## src/rtl/wdt_pkg.sv

```systemverilog
package wdt_pkg;
  typedef enum logic {STG_ONE = 1'b0, STG_TWO = 1'b1} stage_e;
  typedef enum logic {INT_IRQ = 1'b0, INT_SMI = 1'b1} int_sel_e;
endpackage

```

## src/rtl/wdt_prescale.sv

```systemverilog
module wdt_prescale #(
  parameter int SLOW_SHIFT = 15,
  parameter int FAST_SHIFT = 5
) (
  input  logic clk_i,
  input  logic rst_ni,
  input  logic clear_i,
  input  logic run_i,
  input  logic fast_i,
  output logic tick_o
);
  localparam int PW = SLOW_SHIFT;
  localparam logic [PW-1:0] SLOW_LAST = {PW{1'b1}};
  localparam logic [PW-1:0] FAST_LAST = PW'((1 << FAST_SHIFT) - 1);

  logic [PW-1:0] pre_q;
  logic [PW-1:0] last_val;

  assign last_val = fast_i ? FAST_LAST : SLOW_LAST;
  // >= so that a scale change mid-stage cannot skip the wrap point
  assign tick_o   = run_i && (pre_q >= last_val);

  always_ff @(posedge clk_i or negedge rst_ni) begin
    if (!rst_ni)      pre_q <= '0;
    else if (clear_i) pre_q <= '0;
    else if (tick_o)  pre_q <= '0;
    else if (run_i)   pre_q <= pre_q + 1'b1;
  end
endmodule

```

## src/rtl/wdt_down_counter.sv

```systemverilog
module wdt_down_counter #(
  parameter int PRELOAD_W = 20
) (
  input  logic                 clk_i,
  input  logic                 rst_ni,
  input  logic                 load_i,
  input  logic [PRELOAD_W-1:0] load_val_i,
  input  logic                 tick_i,
  output logic                 last_o
);
  logic [PRELOAD_W-1:0] cnt_q;

  // zero preload behaves as one unit
  assign last_o = (cnt_q <= PRELOAD_W'(1));

  always_ff @(posedge clk_i or negedge rst_ni) begin
    if (!rst_ni)                cnt_q <= '1;
    else if (load_i)            cnt_q <= load_val_i;
    else if (tick_i && !last_o) cnt_q <= cnt_q - 1'b1;
  end
endmodule

```

## src/rtl/wdt_sticky_flag.sv

```systemverilog
module wdt_sticky_flag (
  input  logic clk_i,
  input  logic por_ni,
  input  logic set_i,
  input  logic clr_i,
  output logic flag_o
);
  always_ff @(posedge clk_i or negedge por_ni) begin
    if (!por_ni)     flag_o <= 1'b0;
    else if (set_i)  flag_o <= 1'b1;
    else if (clr_i)  flag_o <= 1'b0;
  end
endmodule

```

## src/rtl/wdt_two_stage.sv

```systemverilog
module wdt_two_stage
  import wdt_pkg::*;
#(
  parameter int PRELOAD_W  = 20,
  parameter int SLOW_SHIFT = 15,
  parameter int FAST_SHIFT = 5
) (
  input  logic                 clk_i,
  input  logic                 rst_ni,
  input  logic                 por_ni,
  input  logic                 enable_i,
  input  logic                 free_run_i,
  input  logic                 reboot_en_i,
  input  logic                 fast_scale_i,
  input  logic                 int_sel_i,
  input  logic [PRELOAD_W-1:0] preload_one_i,
  input  logic [PRELOAD_W-1:0] preload_two_i,
  input  logic                 kick_i,
  input  logic                 flag_clr_i,
  output logic                 irq_o,
  output logic                 smi_o,
  output logic                 reset_req_o,
  output logic                 prev_reboot_o,
  output logic                 running_o,
  output logic                 stage_two_o
);
  logic   enable_q, running_q;
  stage_e stage_q;
  logic   irq_q, smi_q, rreq_q;
  logic   tick, last, expire, expire_one, expire_two;
  logic   start_one, load_one, load_two, load_any;
  logic [PRELOAD_W-1:0] load_val;

  // restart requests outrank an expiry on the same edge
  assign start_one  = enable_i && (kick_i || !enable_q);
  assign expire     = running_q && tick && last && enable_i && !start_one;
  assign expire_one = expire && (stage_q == STG_ONE);
  assign expire_two = expire && (stage_q == STG_TWO);
  assign load_one   = start_one || (expire_two && free_run_i);
  assign load_two   = expire_one;
  assign load_any   = load_one || load_two;
  assign load_val   = load_one ? preload_one_i : preload_two_i;

  wdt_prescale #(
    .SLOW_SHIFT(SLOW_SHIFT),
    .FAST_SHIFT(FAST_SHIFT)
  ) u_prescale (
    .clk_i  (clk_i),
    .rst_ni (rst_ni),
    .clear_i(load_any),
    .run_i  (running_q),
    .fast_i (fast_scale_i),
    .tick_o (tick)
  );

  wdt_down_counter #(
    .PRELOAD_W(PRELOAD_W)
  ) u_count (
    .clk_i     (clk_i),
    .rst_ni    (rst_ni),
    .load_i    (load_any),
    .load_val_i(load_val),
    .tick_i    (tick),
    .last_o    (last)
  );

  wdt_sticky_flag u_flag (
    .clk_i (clk_i),
    .por_ni(por_ni),
    .set_i (expire_two && reboot_en_i),
    .clr_i (flag_clr_i),
    .flag_o(prev_reboot_o)
  );

  always_ff @(posedge clk_i or negedge rst_ni) begin
    if (!rst_ni) begin
      enable_q  <= 1'b0;
      running_q <= 1'b0;
      stage_q   <= STG_ONE;
      irq_q     <= 1'b0;
      smi_q     <= 1'b0;
      rreq_q    <= 1'b0;
    end else begin
      enable_q <= enable_i;
      irq_q    <= expire_one && (int_sel_e'(int_sel_i) == INT_IRQ);
      smi_q    <= expire_one && (int_sel_e'(int_sel_i) == INT_SMI);
      rreq_q   <= expire_two && reboot_en_i;
      if (!enable_i) begin
        running_q <= 1'b0;
        stage_q   <= STG_ONE;
      end else if (load_one) begin
        running_q <= 1'b1;
        stage_q   <= STG_ONE;
      end else if (load_two) begin
        stage_q   <= STG_TWO;
      end else if (expire_two) begin
        running_q <= 1'b0;
        stage_q   <= STG_ONE;
      end
    end
  end

  assign irq_o       = irq_q;
  assign smi_o       = smi_q;
  assign reset_req_o = rreq_q;
  assign running_o   = running_q;
  assign stage_two_o = running_q && (stage_q == STG_TWO);
endmodule

```

## config.mk

```make
export PLATFORM = sky130hd
export DESIGN_NAME = wdt_two_stage
export DESIGN_NICKNAME = d
export VERILOG_FILES = /design/src/rtl/wdt_pkg.sv /design/src/rtl/wdt_prescale.sv /design/src/rtl/wdt_down_counter.sv /design/src/rtl/wdt_sticky_flag.sv /design/src/rtl/wdt_two_stage.sv
export SDC_FILE = /design/constraint.sdc
export NUM_CORES = 1
export LEC_CHECK = 0
export ABC_AREA = 1
export BUFFER_PORTS_ARGS = -buffer_cell sky130_fd_sc_hd__buf_2
export CORE_UTILIZATION = 62
export DETAILED_ROUTE_END_ITERATION = 6
export MAX_ROUTING_LAYER = met4
export PLACE_DENSITY = 0.9
export SLEW_MARGIN = 10
export SYNTH_ARGS = -nofsm -noshare
export SYNTH_HDL_FRONTEND = slang
export SYNTH_SLANG_ARGS = --single-unit
```

## constraint.sdc

```tcl
create_clock -name clk_i -period 5.45 [get_ports clk_i]
set_clock_uncertainty 0.2 [all_clocks]
set_input_delay 0.2725 -clock clk_i [delete_from_list [all_inputs] [get_ports clk_i]]
set_output_delay 0.2725 -clock clk_i [all_outputs]
set_load 0.1 [all_outputs]
```

Yosys cells after proc, flatten, opt, wreduce, memory -nomap -nowiden
Index checks and enable logic that the tools add are counted.
{ "word_totals": {"reg_bits": 42, "in_bits": 50, "output_inout_bits": 6, "elab_cells": 58} }
{ "op_classes": {"addsub": 2, "magnitude_cmp": 2, "n_eq_ne": 3, "mux": 16, "n_bitwise": 2, "n_reduce_logical": 24} }
{ "op_table": {"columns": ["op", "count"], "rows": [
  ["2-to-1 mux 15 bit", 4],
  ["2-to-1 mux 20 bit", 3],
  ["<= comparator 20 x 1 -> 1 bit (second input constant)", 1],
  ["subtractor 20 x 1 -> 20 bit (second input constant)", 1],
  ["adder 15 x 1 -> 15 bit (second input constant)", 1],
  [">= comparator 15 bit", 1],
  ["logical AND 1 bit", 14],
  ["2-to-1 mux 1 bit", 9],
  ["inequality test 4 x 1 -> 1 bit (second input constant)", 1],
  ["nonzero test 2 bit", 2],
  ["logical NOT 1 bit", 3],
  ["logical OR 1 bit", 3],
  ["inequality test 3 x 1 -> 1 bit (second input constant)", 1],
  ["inequality test 3 x 2 -> 1 bit (second input constant)", 1],
  ["nonzero test 3 bit", 1],
  ["NOT 1 bit", 2],
  ["AND reduction 2 bit", 1]
]} }

Depth between registers and ports, before layout
Gate-level depths: netlist of run 1.
{ "logic_depth": {"word_depth": 12, "depth_mapped": 17, "ltp_nobuf": 16} }

Cells and area by module
Synthesis of run 1 repeated with hierarchy kept, for this count alone.
{ "hier_totals": {"cells_unflattened": 527, "area_unflattened_um2": 3354.5} }
{ "modules_own_cells": {"columns": ["mod", "instances", "cells_per_inst", "area_per_inst_um2"], "rows": [
  ["wdt_down_counter", 1, 238, 1545.2],
  ["wdt_prescale", 1, 189, 1212.4],
  ["wdt_two_stage", 1, 95, 556.8],
  ["wdt_sticky_flag", 1, 5, 40.0]
]} }

Least setup slack after synthesis of run 1
No wires, ideal clock.
{ "synth_path": {"path_type": "reg-to-output", "start": "reg running_q, in the netlist running_o", "end": "out stage_two_o", "t_arrival_ps": 1936, "path_slack_ps": 3042, "path_stages_with_launch": 4, "cell_sequence": "dfrtp_1 -> clkbuf_1 -> nand2_1 -> inv_1"} }
{ "synth_between": {"elab_chain_len": 1} }
{ "synth_rtl": {"columns": ["element", "line_no", "source"], "rows": [
  ["from (decl)", "wdt_two_stage.sv:27", "logic enable_q, running_q;"],
  ["from (signal assigned)", "wdt_two_stage.sv:78", "running_q <= 1'b0;"],
  ["from (signal assigned)", "wdt_two_stage.sv:89", "running_q <= 1'b0;"],
  ["from (signal assigned)", "wdt_two_stage.sv:92", "running_q <= 1'b1;"],
  ["logical AND 1 bit", "wdt_two_stage.sv:107", "assign stage_two_o = running_q && (stage_q == STG_TWO);"],
  ["to (decl)", "wdt_two_stage.sv:25", "output logic stage_two_o"]
]} }
Every way passes these cells.

Worst setup path after layout of run 1
{ "layout_path": {"start": "reg u_prescale.pre_q[10]", "end": "reg u_count.cnt_q[0]"} }
{ "layout_between": {"elab_chain_len": 11, "elab_cells_between_ends": 15, "cone_classes": "1 x order compare; 2 x mux; 12 x reduce/logical"} }
{ "layout_rtl": {"columns": ["element", "line_no", "source"], "rows": [
  ["from (decl)", "wdt_prescale.sv:16", "logic [PW-1:0] pre_q;"],
  ["from (signal assigned)", "wdt_prescale.sv:27", "else if (run_i) pre_q <= pre_q + 1'b1;"],
  [">= comparator 15 bit *", "wdt_prescale.sv:21", "assign tick_o = run_i && (pre_q >= last_val);"],
  ["logical AND 1 bit *", "wdt_prescale.sv:21", null],
  ["logical AND 1 bit (4 in series)", "wdt_two_stage.sv:36", "assign expire = running_q && tick && last && enable_i && !start_one;"],
  ["logical AND 1 bit", "wdt_two_stage.sv:38", "assign expire_two = expire && (stage_q == STG_TWO);"],
  ["logical AND 1 bit", "wdt_two_stage.sv:39", "assign load_one = start_one || (expire_two && free_run_i);"],
  ["logical OR 1 bit", "wdt_two_stage.sv:39", null],
  ["2-to-1 mux 20 bit / logical OR 1 bit (equally long branches)", "wdt_two_stage.sv:42, wdt_two_stage.sv:41", null],
  ["2-to-1 mux 20 bit / nonzero test 2 bit (equally long branches)", null, null],
  ["to (signal assigned)", "wdt_down_counter.sv:18", "else if (load_i) cnt_q <= load_val_i;"],
  ["to (signal assigned)", "wdt_down_counter.sv:19", "else if (tick_i && !last_o) cnt_q <= cnt_q - 1'b1;"],
  ["to (decl)", "wdt_down_counter.sv:11", "logic [PRELOAD_W-1:0] cnt_q;"]
]} }
Every way passes the cells marked *; elsewhere a longest branch is shown, timed or not.
A chain may end at the register's enable or synchronous reset.

==> results.tsv, run 1 <==
stage	metric	value	unit
finish	layout-drive-gt1-share	0.2446	
logic_synthesis	synth_top_area_cell	dfrtp_1	
global_routing	grt_pass1_vias	2744	
flow_run	max_cap_violations	0	
floorplan	rows	26	
setup_path	required	5.47	ns
logic_synthesis	ys_ff_latch	42	
clocking	clockRootBuffer	clkbuf_8	
timing	grt_setup_unrepaired	no	
setup_path	r2r_setup_slack	2.46	ns
detailed_routing	wl	7546	um
logic_synthesis	syn_area_per_cell	7.241	um2
clocking	insertion_delay	0.30	ns
min_path	holdPathEnd	reset_req_o$_DFF_PN0_	
clocking	cts_max_path_buffers	2	
floorplan	coreArea	5107	um2
clocking	htree_levels	2	
logic_synthesis	synth_nets	519	
global_routing	grt_overflow	0	
finish	final_cell_area	3750	um2
logic_synthesis	synth_edf_count	0	
floorplan	dieArea	5621	um2
global_routing	grt_max_degree	42	
timing	maxSlewViolCount	0	
global_routing	grt_antenna_before_repair	0	
timing	finalSetupViolCount	0	
logic_synthesis	synth_most_common_cell	nand2_1	
logic_synthesis	synth_commonest_cells	94 x nand2_1, 66 x nor2_1, 63 x inv_1, 30 x nand3_1, 22 x dfrtp_1	
finish	fin_nets	573	
timing	fin_setup_tns	0	ns
finish	fillers	420	
setup_path	cp_max_fo	22	
detailed_routing	wl_per_cell	12.99	um
floorplan	initial_utilization	0.6465	
clocking	cts_tree	built	
setup_path	worstSetupPathType	flop to flop	
logic_synthesis	synthFlopType	dfrtp_1	
finish	diodes	0	
setup_path	rr_worst_depth	10	
detailed_routing	ant_nets	0	
logic_synthesis	yosys_warnings	0	
setup_path	arrival	3.00	ns
setup_path	startpoint_type	flop	
clocking	cts.clk_slew.worst_paths	0.09	ns
setup_path	endpoint_kind	flop	
logic_synthesis	yosysUniqueCellTypes	39	
detailed_routing	vias	3127	
clocking	cts_buffers	5	
setup_path	r2r_start	u_prescale.pre_q[10]$_DFFE_PN0P_	
placement	port_buffers	55	
placement	hpwl	5589	um
floorplan	die_h	74.98	um
detailed_routing	drt_first_pass_iters	5	
floorplan	num_io_pins	56	
timing	slew_headroom	0.2533	
detailed_routing	drc_errors	0	
finish	syn2layout_area_growth	13.57	%
floorplan	floorplan.die.width	74.98	um
logic_synthesis	syn_area	3302	um2
timing	whs	0.01399	ns
placement	routabilityCongestion	0.9370	
global_routing	grt_pass1_wl	12190	um
logic_synthesis	ys_seq_area_frac	0.3259	
timing	period_share	0.5479	
power	total_power	0.8154	mW
setup_path	r2r_end	u_count.cnt_q[0]$_DFFE_PN1P_	
timing	worstMarginPinSlew	1.120	ns
clocking	numClockSinks	42	
finish	fin_util	0.7342	
run_status	status	finished, final reports clean	
clocking	cts_post_setup_buffers_inserted	0	
power	vdd_drop_max	0.0001209	V
power	cellLeakagePower	1.862	nW
timing	post-route-min-period	2.986	ns
min_path	worstHoldStart	reboot_en_i	
logic_synthesis	synthCells	456	
logic_synthesis	async_flop_share	1.000	
min_path	hold_depth	3	
timing	hold_viol_final	0	
min_path	hold_class	primary input to flop	
placement	dpl_cell_area	3586	um2
timing	fmax	334.9	MHz
detailed_routing	via_per_inst	5.382	
detailed_routing	drtIter0Drc	212	
logic_synthesis	yosys-top-cells-area	dfrtp_1 17%, dfstp_2 16%, nand2_1 11%, nor2_1 7.5%, inv_1 7.2%	
global_routing	track_usage	0.2902	
power	power.density	217.4	nW/um2
logic_synthesis	netlist.area_leader.share	0.1667	
stage by stage:
stage	instances	worst slack, ns
after global routing	581	2.183
after CTS	581	2.462
after floorplan	456	3.042
after detailed placement	568	2.397
after global placement	568	2.511
final	581	2.464
power by group:
group | internal (mW) | switching (mW)
combinational | 0.0691 | 0.111
clock | 0.136 | 0.113
sequential | 0.353 | 0.0327
total | 0.558 | 0.257
critical path, cell delays in order, from the launching register on:
cell     delay, ns
dfrtp_1       0.43
ha_1          0.31
a21o_1        0.18
o21ai_0       0.21
nand3_2       0.16
nand2_2       0.12
nor2_4        0.06
nand2_2       0.23
nand3_2       0.50
o21ai_1       0.40
o22ai_2       0.10
layer usage:
metal | vias up | global-route usage | share of wire
met5 | - | - | 0
met4 | 0 | 0.05451 | 0.0073
met3 | 5 | 0.03748 | 0.051
met2 | 106 | 0.4725 | 0.47
met1 | 1430 | 0.3906 | 0.47
li1 | 1586 | - | -
logic make-up after synthesis:
family,synth area share
simple gates,0.3426
buf+inv,0.1000
compound gates,0.1186
flops,0.3259
xor+xnor,0.06366
fa+ha+maj,0.04926
cell usage in the layout, fill, tap and decap left out, types with 2 or more instances in the layout:
cell | Yosys | routed
nand2_1 | 94 | 94
nor2_1 | 66 | 66
inv_1 | 63 | 63
buf_2 | 3 | 55
nand3_1 | 30 | 30
dfrtp_1 | 22 | 22
xor2_1 | 20 | 20
dfstp_2 | 20 | 20
o21ai_0 | 14 | 14
ha_1 | 13 | 13
nand3_2 | 12 | 12
a21oi_1 | 10 | 10
nand4_1 | 10 | 10
o21ai_1 | 11 | 10
o2111ai_1 | 9 | 9
a21oi_2 | 9 | 9
nor2_2 | 6 | 6
nor3_1 | 5 | 5
clkbuf_8 | 0 | 5
dlygate4sd3_1 | 0 | 5
nand2_2 | 4 | 4
xnor2_1 | 4 | 4
nor2_4 | 3 | 3
a21o_1 | 2 | 2
nand3b_1 | 2 | 2
inv_2 | 2 | 2
clkinvlp_4 | 0 | 2
worst max-delay path by stage:
| stage | start | to | slack, ns | depth (start not counted) |
|---|---|---|---|---|
| 2_1_floorplan | running_o$_DFFE_PN0P_ | stage_two_o | 3.04 | 3 |
| 3_3_place_gp | fast_scale_i | u_count.cnt_q[0]$_DFFE_PN1P_ | 2.51 | 11 |
| 3_5_place_dp | fast_scale_i | u_count.cnt_q[0]$_DFFE_PN1P_ | 2.40 | 11 |
| 4_1_cts | u_prescale.pre_q[10]$_DFFE_PN0P_ | u_count.cnt_q[0]$_DFFE_PN1P_ | 2.46 | 10 |
| 5_1_grt | u_prescale.pre_q[14]$_DFFE_PN0P_ | u_prescale.pre_q[3]$_DFFE_PN0P_ | 2.18 | 14 |
| 6_report | u_prescale.pre_q[10]$_DFFE_PN0P_ | u_count.cnt_q[0]$_DFFE_PN1P_ | 2.46 | 10 |
state kept, by name (all words and copies together) (netlist names):
signal,flops
smi_o,1
reset_req_o,1
u_count.cnt_q,20
running_o,1
irq_o,1
u_prescale.pre_q,15
enable_q,1
u_flag.flag_o,1
stage_q,1
final cells by class:
cell class | instances | area (um2) | area share
multi-input combinational | 335 | 1899 | 0.5065
tap | 70 | 87.58 | 0.02336
clock inverter | 3 | 45.04 | 0.01201
timing repair buffer | 60 | 325.3 | 0.08675
inverter | 66 | 247.7 | 0.06607
sequential | 42 | 1076 | 0.2870
clock buffer | 5 | 68.82 | 0.01835
repair_timing:
action                    4_1_cts  5_1_grt
resized for setup               0        0
hold buffers                    5        0
hold endpoints to repair       26        0
Note: power is estimated with default switching activity, not from simulation.
==> run 2, diff against run 1 <==
--- a/config.mk
+++ b/config.mk
@@ -5,12 +5,12 @@
 export SDC_FILE = /design/constraint.sdc
 export NUM_CORES = 1
 export LEC_CHECK = 0
-export ABC_AREA = 1
+export ABC_AREA = 0
 export BUFFER_PORTS_ARGS = -buffer_cell sky130_fd_sc_hd__buf_2
-export CORE_UTILIZATION = 62
+export CORE_UTILIZATION = 56
 export DETAILED_ROUTE_END_ITERATION = 6
 export MAX_ROUTING_LAYER = met4
-export PLACE_DENSITY = 0.9
+export PLACE_DENSITY = 0.84
 export SLEW_MARGIN = 10
 export SYNTH_ARGS = -nofsm -noshare
 export SYNTH_HDL_FRONTEND = slang
==> constraint.sdc (replaced) <==
create_clock -name clk_i -period 3.08 [get_ports clk_i]
set_clock_uncertainty 0.2 [all_clocks]
set_input_delay 0.154 -clock clk_i [delete_from_list [all_inputs] [get_ports clk_i]]
set_output_delay 0.154 -clock clk_i [all_outputs]
set_load 0.1 [all_outputs]
==> results.tsv, run 2 <==
stage	metric	value	unit	change
timing	maxSlewViolCount	0		unchanged
detailed_routing	vias	2999		-4.1%
floorplan	die_h	73.72	um	-1.7%
timing	slew_headroom	0.3969		+0.1436
detailed_routing	wl	8069	um	+6.9%
detailed_routing	via_per_inst	6.083		+13%
logic_synthesis	yosysUniqueCellTypes	60		+54%
clocking	insertion_delay	0.30	ns	about the same
logic_synthesis	synthFlopType	dfrtp_1		
clocking	ctsResizeCount	0		unchanged
logic_synthesis	async_flop_share	1.000		unchanged
setup_path	required	3.10	ns	-2.37 ns
clocking	clockRootBuffer	clkbuf_8		
finish	final_cell_mix	55 x buf_2, 46 x nor2_1, 40 x dlygate4sd3_1		
logic_synthesis	yosys-top-cells-area	dfrtp_1 19%, dfstp_2 18%, nor2_1 6.0%, ha_1 5.6%, nand2_1 4.4%		
global_routing	grt_overflow	0		unchanged
finish	diodes	0		unchanged
logic_synthesis	synth_nets	389		-25%
global_routing	track_usage	0.3329		+0.04269
finish	syn2layout_area_growth	30.67	%	
finish	largest_reg_flops	20		unchanged
global_routing	grt_pass1_vias	2897		+5.6%
floorplan	num_io_pins	56		unchanged
power	total_power	1.388	mW	+70%
placement	port_buffers	55		unchanged
timing	fmax	351.4	MHz	+4.9%
finish	multi_input_area	1709	um2	-10%
logic_synthesis	ys_ff_latch	42		unchanged
logic_synthesis	synth_edf_count	0		unchanged
min_path	hold_class	primary input to flop		
finish	reg_top3	u_count.cnt_q: 20 flops, u_prescale.pre_q: 15 flops		
logic_synthesis	synth_commonest_cells	46 x nor2_1, 34 x nand2_1, 22 x dfrtp_1, 20 x dfstp_2, 15 x a21oi_1		
finish	fin_nets	488		-15%
floorplan	rows	25		-3.8%
logic_synthesis	syn_area_per_cell	8.835	um2	+22%
finish	final_cell_area	3764	um2	+0.37%
detailed_routing	ant_nets	0		unchanged
clocking	cts_max_path_buffers	2		unchanged
logic_synthesis	yosys_warnings	0		unchanged
power	power.density	368.7	nW/um2	+70%
timing	post-route-min-period	2.846	ns	-0.1403 ns
timing	grt_setup_unrepaired	no		
global_routing	grt_pass1_wl	13120	um	+7.6%
placement	hpwl	5283	um	-5.5%
detailed_routing	wl_per_cell	16.37	um	+26%
clocking	numClockSinks	42		unchanged
timing	period_share	0.9240		+0.3761
timing	fin_setup_tns	0	ns	unchanged
timing	worst_slack	0.2341	ns	-2.230 ns
floorplan	floorplan.die.width	73.72	um	-1.7%
logic_synthesis	synth_most_common_cell	nor2_1		
placement	routabilityCongestion	0.9516		+1.6%
global_routing	grt_max_degree	42		unchanged
setup_path	endpoint_kind	flop		
floorplan	coreArea	4848	um2	-5.1%
finish	fillers	313		-25%
timing	whs	0.01628	ns	+0.002293 ns
detailed_routing	drtIter0Drc	331		+56%
timing	finalSetupViolCount	0		unchanged
timing	worstMarginPinSlew	0.9046	ns	-0.2153 ns
logic_synthesis	ys_seq_area_frac	0.3736		+0.04771
setup_path	cp_max_fo	6		-73%
power	cellLeakagePower	1.641	nW	-12%
clocking	cts.clk_slew.worst_paths	0.08	ns	about the same
run_status	status	finished, final reports clean		
flow_run	max_cap_violations	0		unchanged
placement	dpl_cell_area	3257	um2	-9.2%
power	vdd_drop_max	0.0003155	V	+160%
finish	layout-drive-gt1-share	0.2465		+0.001860
clocking	cts_tree	built		
finish	layout_commonest_cell	buf_2		
clocking	cts_buffers	5		unchanged
logic_synthesis	synth_top_area_cell	dfrtp_1		
logic_synthesis	syn_area	2880	um2	-13%
placement	dp_slack	0.2624	ns	-2.134 ns
setup_path	startpoint_type	flop		
finish	regArea	1076	um2	unchanged
floorplan	initial_utilization	0.5941		-0.05243
setup_path	worstSetupPathType	flop to flop		
finish	regMostFlops	u_count.cnt_q		
clocking	htree_levels	2		unchanged
timing	hold_viol_final	0		unchanged
global_routing	grt_antenna_before_repair	0		unchanged
detailed_routing	drt_first_pass_iters	6		+1
detailed_routing	drc_errors	0		unchanged
floorplan	dieArea	5434	um2	-3.3%
logic_synthesis	netlist.area_leader.share	0.1911		+0.02441
logic_synthesis	synthCells	326		-29%
setup_path	arrival	2.87	ns	-0.13 ns
run 2: layout make-up:
type / instances / share of cell area
well taps: 67 / 0.02227
inverters: 8 / 0.007979
repair buffers: 106 / 0.2015
clock inverters: 1 / 0.007979
flip-flops and latches: 42 / 0.2859
clock buffers: 7 / 0.02028
multi-input cells: 262 / 0.4541
run 2: cell families (layout without fill, tap and decap cells):
| group | after synthesis | count (layout) | share of synthesized area |
|---|---|---|---|
| flops | 42 | 42 | 0.3736 |
| buf+inv | 22 | 122 | 0.03301 |
| simple gates | 142 | 142 | 0.2472 |
| xor+xnor | 21 | 21 | 0.06386 |
| fa+ha+maj | 13 | 13 | 0.05647 |
| mux | 9 | 9 | 0.03171 |
| compound gates | 77 | 77 | 0.1942 |
run 2: metrics by stage:
stage,cells,util
floorplan,326,-
global placement,445,0.6717
detailed placement,445,0.6717
CTS,493,0.7763
global route,493,0.7763
finish,493,0.7763
run 2: critical path, stage by stage (launching register included):
cell	delay, ns
dfrtp_1	0.43
ha_1	0.32
and2_1	0.14
o2111ai_2	0.12
a2111oi_4	0.46
o21ai_2	0.13
or4_1	0.64
o22ai_1	0.23
o22ai_1	0.11
run 2: power by group:
part           switching, mW  internal, mW
logic                  0.142         0.135
registers             0.0549         0.619
clock network          0.194         0.243
run 2: what timing repair did:
item / 4_1_cts / 5_1_grt
hold endpoints to repair: 49 / 0
hold buffers: 40 / 0
endpoints found under the setup margin: 0 / 0
setup buffers: 0 / 0
run 2: path summary, 6_finish.rpt:
check	startpoint	to	slack, ns	cells after the start
max	u_prescale.pre_q[6]$_DFFE_PN0P_	u_count.cnt_q[1]$_DFFE_PN1P_	0.23	8
min reg2reg	u_count.cnt_q[15]$_DFFE_PN1P_	u_count.cnt_q[15]$_DFFE_PN1P_	0.29	2
min in group asynchronous	rst_ni	irq_o$_DFF_PN0_	0.32	2
max in group asynchronous	rst_ni	enable_q$_DFF_PN0_	1.80	2
max reg2reg	u_prescale.pre_q[6]$_DFFE_PN0P_	u_count.cnt_q[1]$_DFFE_PN1P_	0.23	8
min	preload_two_i[1]	u_count.cnt_q[1]$_DFFE_PN1P_	0.02	3
run 2: metal layers:
| metal | GRT usage | wire length (um) | vias to the layer above |
|---|---|---|---|
| met3 | 0.06996 | 724 | 55 |
| met1 | 0.4185 | 3354 | 1371 |
| met5 | - | 0 | - |
| met2 | 0.5046 | 3629 | 199 |
| met4 | 0.1731 | 361 | 0 |
| li1 | - | - | 1374 |
